===== src/rtl/bseq_pkg.sv =====
package bseq_pkg;

    // Outcome chosen at an instruction boundary
    typedef enum logic [2:0] {
        PATH_IDLE,
        PATH_FETCH,
        PATH_SERVICE,
        PATH_HOLD_PIN,
        PATH_HOLD_BRK
    } path_e;

    // Suspend state, remembering how it was entered
    typedef enum logic [1:0] {
        HS_RUN,
        HS_PIN,
        HS_BRK
    } hold_st_e;

endpackage


===== src/rtl/bseq_pending.sv =====
module bseq_pending #(
    parameter int N_REQ = 16
) (
    input  logic                       clk,
    input  logic                       rst_n,
    input  logic [N_REQ-1:0]           req,
    input  logic                       clr_en,
    input  logic [$clog2(N_REQ)-1:0]   clr_idx,
    output logic [N_REQ-1:0]           pend
);
    localparam int IDX_W = $clog2(N_REQ);

    logic [N_REQ-1:0] clr_mask;
    logic [N_REQ-1:0] pend_d, pend_q;

    for (genvar i = 0; i < N_REQ; i++) begin : g_bit
        assign clr_mask[i] = clr_en && (clr_idx == IDX_W'(i));
    end

    // A fresh request beats a clear of the same bit
    always_comb begin
        pend_d = (pend_q & ~clr_mask) | req;
    end

    always_ff @(posedge clk or negedge rst_n) begin
        if (!rst_n) pend_q <= '0;
        else        pend_q <= pend_d;
    end

    assign pend = pend_q;
endmodule


===== src/rtl/bseq_prio_enc.sv =====
module bseq_prio_enc #(
    parameter int N_REQ = 16
) (
    input  logic [N_REQ-1:0]         pend,
    output logic                     any,
    output logic [$clog2(N_REQ)-1:0] idx
);
    localparam int IDX_W = $clog2(N_REQ);

    // Scan downward so the lowest set index is the one left in idx
    always_comb begin
        any = 1'b0;
        idx = '0;
        for (int i = N_REQ - 1; i >= 0; i--) begin
            if (pend[i]) begin
                any = 1'b1;
                idx = IDX_W'(i);
            end
        end
    end
endmodule


===== src/rtl/bseq_hold_ctl.sv =====
module bseq_hold_ctl
    import bseq_pkg::*;
(
    input  logic clk,
    input  logic rst_n,
    input  logic strobe_fall,
    input  logic hold_req_n,
    input  logic enter_pin,
    input  logic enter_brk,
    output logic hold_low,
    output logic hold_ack,
    output logic resume
);
    typedef struct packed {
        hold_st_e st;
        logic     seen_low;
        logic     smp;
        logic     resume;
    } hc_t;

    hc_t r_d, r_q;

    always_comb begin
        r_d        = r_q;
        r_d.resume = 1'b0;
        if (strobe_fall) r_d.smp = hold_req_n;
        unique case (r_q.st)
            HS_RUN: begin
                if (enter_pin) begin
                    r_d.st = HS_PIN;
                end else if (enter_brk) begin
                    r_d.st       = HS_BRK;
                    r_d.seen_low = 1'b0;
                end
            end
            HS_PIN: begin
                // level release
                if (r_q.smp) begin
                    r_d.st     = HS_RUN;
                    r_d.resume = 1'b1;
                end
            end
            HS_BRK: begin
                // needs low then high
                if (!r_q.smp) begin
                    r_d.seen_low = 1'b1;
                end else if (r_q.seen_low) begin
                    r_d.st       = HS_RUN;
                    r_d.seen_low = 1'b0;
                    r_d.resume   = 1'b1;
                end
            end
            default: r_d.st = HS_RUN;
        endcase
    end

    always_ff @(posedge clk or negedge rst_n) begin
        if (!rst_n) begin
            r_q.st       <= HS_RUN;
            r_q.seen_low <= 1'b0;
            r_q.smp      <= 1'b1;
            r_q.resume   <= 1'b0;
        end else begin
            r_q <= r_d;
        end
    end

    assign hold_low = !r_q.smp;
    assign hold_ack = (r_q.st != HS_RUN);
    assign resume   = r_q.resume;
endmodule


===== src/rtl/boundary_seq.sv =====
module boundary_seq
    import bseq_pkg::*;
#(
    parameter int N_IRQ = 16
) (
    input  logic                     clk,
    input  logic                     rst_n,
    input  logic                     strobe_fall,
    input  logic                     hold_req_n,
    input  logic                     brk_req,
    input  logic                     end_of_instr,
    input  logic [N_IRQ-1:0]         irq_req,
    output logic                     fetch_next,
    output logic                     svc_valid,
    output logic [$clog2(N_IRQ)-1:0] svc_vector,
    output logic [N_IRQ-1:0]         irq_pending,
    output logic                     hold_ack,
    output logic                     resume
);
    localparam int VEC_W = $clog2(N_IRQ);

    typedef struct packed {
        logic             fetch;
        logic             svc;
        logic [VEC_W-1:0] vec;
    } out_t;

    out_t       o_d, o_q;
    path_e      path;
    logic       boundary;
    logic       hold_low;
    logic       any_pend;
    logic [VEC_W-1:0] top_idx;

    bseq_pending #(.N_REQ(N_IRQ)) u_pend (
        .clk     (clk),
        .rst_n   (rst_n),
        .req     (irq_req),
        .clr_en  (path == PATH_SERVICE),
        .clr_idx (top_idx),
        .pend    (irq_pending)
    );

    bseq_prio_enc #(.N_REQ(N_IRQ)) u_prio (
        .pend (irq_pending),
        .any  (any_pend),
        .idx  (top_idx)
    );

    bseq_hold_ctl u_hold (
        .clk         (clk),
        .rst_n       (rst_n),
        .strobe_fall (strobe_fall),
        .hold_req_n  (hold_req_n),
        .enter_pin   (path == PATH_HOLD_PIN),
        .enter_brk   (path == PATH_HOLD_BRK),
        .hold_low    (hold_low),
        .hold_ack    (hold_ack),
        .resume      (resume)
    );

    assign boundary = end_of_instr && !hold_ack;

    // Arbitration: pin hold, then breakpoint, then interrupt, then fetch
    always_comb begin
        path = PATH_IDLE;
        if (boundary) begin
            if (hold_low)      path = PATH_HOLD_PIN;
            else if (brk_req)  path = PATH_HOLD_BRK;
            else if (any_pend) path = PATH_SERVICE;
            else               path = PATH_FETCH;
        end
    end

    always_comb begin
        o_d       = o_q;
        o_d.fetch = (path == PATH_FETCH);
        o_d.svc   = (path == PATH_SERVICE);
        if (path == PATH_SERVICE) o_d.vec = top_idx;
    end

    always_ff @(posedge clk or negedge rst_n) begin
        if (!rst_n) o_q <= '0;
        else        o_q <= o_d;
    end

    assign fetch_next = o_q.fetch;
    assign svc_valid  = o_q.svc;
    assign svc_vector = o_q.vec;
endmodule


===== config.mk =====
export PLATFORM = sky130hd
export DESIGN_NAME = boundary_seq
export DESIGN_NICKNAME = d
export VERILOG_FILES = /design/src/rtl/bseq_pkg.sv /design/src/rtl/bseq_pending.sv /design/src/rtl/bseq_prio_enc.sv /design/src/rtl/bseq_hold_ctl.sv /design/src/rtl/boundary_seq.sv
export SDC_FILE = /design/constraint.sdc
export NUM_CORES = 1
export LEC_CHECK = 0
export BUFFER_PORTS_ARGS = -buffer_cell sky130_fd_sc_hd__buf_2
export CAP_MARGIN = 20
export CORE_ASPECT_RATIO = 1.75
export CORE_MARGIN = 3
export CORE_UTILIZATION = 45
export DETAILED_ROUTE_END_ITERATION = 10
export GPL_ROUTABILITY_DRIVEN = 0
export PLACE_DENSITY = 0.81
export SLEW_MARGIN = 20
export SYNTH_ARGS = -nofsm -noshare
export SYNTH_HDL_FRONTEND = slang
export SYNTH_SLANG_ARGS = --single-unit

===== constraint.sdc =====
create_clock -name clk -period 2.15 [get_ports clk]
set_input_delay 0.1075 -clock clk [delete_from_list [all_inputs] [get_ports clk]]
set_output_delay 0.1075 -clock clk [all_outputs]
set_load 0.02 [all_outputs]

==> reports/results.ini <==
[sta]
rsz0062_at_grt = no
slew_viol_final = 0
period_share_pct = 89.0
hold_slack_ns = 0.0111
max_slew.worst_pin.slew_ns = 0.583
finalHoldViolCount = 0
setup_violations = 0
tns_ns = 0
slew_headroom_pct = 61.1
fmax_mhz = 523
setup_ws_ns = 0.237
finClkSkew_ns = 0.00356
period_needed_ns = 1.91

[synthesis]
synth_top_area_cell = dfrtp_1
synth-edff-count = 0
ys_ff_latch = 27
netlist.area_leader.share_pct = 47.0
ys_warn_count = 0
synth_flop_cell = dfrtp_1
synth_area_leaders = dfrtp_1 (47%), nor2_1 (8.9%), a21oi_1 (4.7%), a31oi_1 (3.2%), inv_1 (3.0%)
syn_area_per_cell_sq_um = 8.88
syn_inst = 156
synth-async-reset-ratio_pct = 100
ys_types = 36
seq_area_frac_synth_pct = 48.9
synth_area_sq_mm = 0.00139
synth_nets = 181

[setup_path]
crit_required_ns = 2.29
path_max_fanout = 7
start_kind = flop
max_stage_delay_ns = 0.42
cp-end-kind = flop
crit_family = simple AND/OR/NAND/NOR gates
crit_type = reg -> reg
worstPathCellList = inv_1, ha_1, and4b_1, nand3_1, nor4_1, a31oi_1
crit_buf_inv = 1
arrival_ns = 2.05
crit_slowest_cell = dfrtp_1

[clock_tree]
clk-insertion-delay-late_ns = 0.27
cts-buffers-inserted = 3
clk_pin_slew_worst_paths_ns = 0.09
ctsLongestPathBuffers = 2
h-tree-depth = 1
cts_sinks = 27
cts_resized = 0
clock-root-buffer = clkbuf_8
tritoncts = done

[pwr]
power_density_mw_per_mm2 = 734
finalPower_mw = 1.24
max-vdd-ir-drop_mv = 0.561
cellLeakagePower_nw = 0.734

[die]
dieHeight_um = 79.4
ios = 46
row_count = 26
start_util_pct = 47.3
core_sq_mm = 0.00293
die_x_um = 47.9
die_area_sq_mm = 0.00381

[place]
dpl.hpwl_mm = 2.72
pre_cts_ws_ns = 0.269
place_area_sq_mm = 0.00164
dpl.cell_count = 227
port_buffers = 45

[routing]
drc = 0
drt_wl_total_mm = 3.39
ant_nets = 0
drtIter0Drc = 44
wl_per_cell_um = 14.6
firstDrtPassIters = 4
via_per_inst = 5.71
vias = 1325

[finish]
postLayoutCoreUtil_pct = 57.9
num_antenna_cells = 0
area_growth_pct = 22.3
mostFrequentLayoutCells = buf_2 (45), nor2_1 (33), dfrtp_1 (26), a21oi_1 (13), inv_1 (11)
final_nets = 230
fin_cells = 232
mostFrequentLayoutCell = buf_2
drive_gt1_share_pct = 26.5
finalInstanceArea_sq_mm = 0.00169

[grt]
use_met3_pct = 2.26
grt_pass1_wl_mm = 5.59
busiest_layer = met2
gr-total-overflow = 0
met1_usage_pct = 24.2
grtUsageMet2_pct = 33.8
grt_max_degree = 28
antenna_found_initial = 0
grt_pass1_vias = 1289
track_usage_pct = 20.2

[status]
status = finished clean

[hold_path]
hold_class = in -> reg

[run]
maxCapViolCount = 0

## path summary, 6_finish.rpt
path	end	startpoint	cells past startpoint	slack [ns]
min in group asynchronous	u_pend.pend[5]	rst_n	2	0.37
max in group asynchronous	svc_valid	rst_n	2	1.40
setup reg to reg	u_pend.pend[11]	u_hold.r_q[3]	6	0.24
hold / removal	u_pend.pend[0]	irq_req[0]	2	0.01
hold reg to reg	svc_vector[1]	svc_vector[1]	2	0.49
setup / recovery	u_pend.pend[11]	u_hold.r_q[3]	6	0.24
## worst reg2reg max path: stages (launching register included)
cell and delay, ns:
dfrtp_1 0.42, inv_1 0.09, ha_1 0.23, and4b_1 0.32, nand3_1 0.26, nor4_1 0.32
a31oi_1 0.14
## layer usage
metal,up-vias,share of wire (%)
met5,-,0
met4,0,3.2
met3,11,4.6
met2,44,53
met1,614,39
li1,656,-
## registers in the layout (all words and copies together) (netlist names)
name / count
u_pend.pend: 16
svc_vector: 4
u_hold.r_q: 4
fetch_next: 1
svc_valid: 1
u_hold.resume: 1
## layout make-up
cell class	instances	area [sq um]
flip-flops and latches	27	677
inverters	11	41.3
multi-input cells	115	653
repair buffers	47	243
fillers	289	1230
clock buffers	4	45.0
well taps	28	35.0
## cell families (layout without fill, tap and decap cells)
group	after synthesis	count (layout)	synth area share (%)
fa+ha+maj	3	3	2.71
simple gates	67	67	23.1
flops	27	27	48.9
mux	1	1	0.813
buf+inv	14	62	3.97
compound gates	44	44	20.5
## report_power, final
group / switching [mW] / internal [mW]
clock: 0.147 / 0.132
combinational: 0.213 / 0.137
sequential: 0.0465 / 0.567
total: 0.406 / 0.836
## synthesized netlist by cell type, drive strengths merged (2+ instances only)
master,number
a21o,2
a21oi,13
a221oi,2
a31oi,7
buf,2
dfrtp,26
ha,3
inv,11
nand2,9
nand2b,4
nor2,33
nor2b,2
nor3,4
nor4,6
o21ai,9
o21bai,2
o31a,2
o31ai,2
or3,3
## repair_timing
item / 4_1_cts / 5_1_grt
endpoints found under the hold margin: 26 / 0
hold buffers: 1 / 0
setup buffers: 0 / 0
Power figures use the tool's default switching activity.
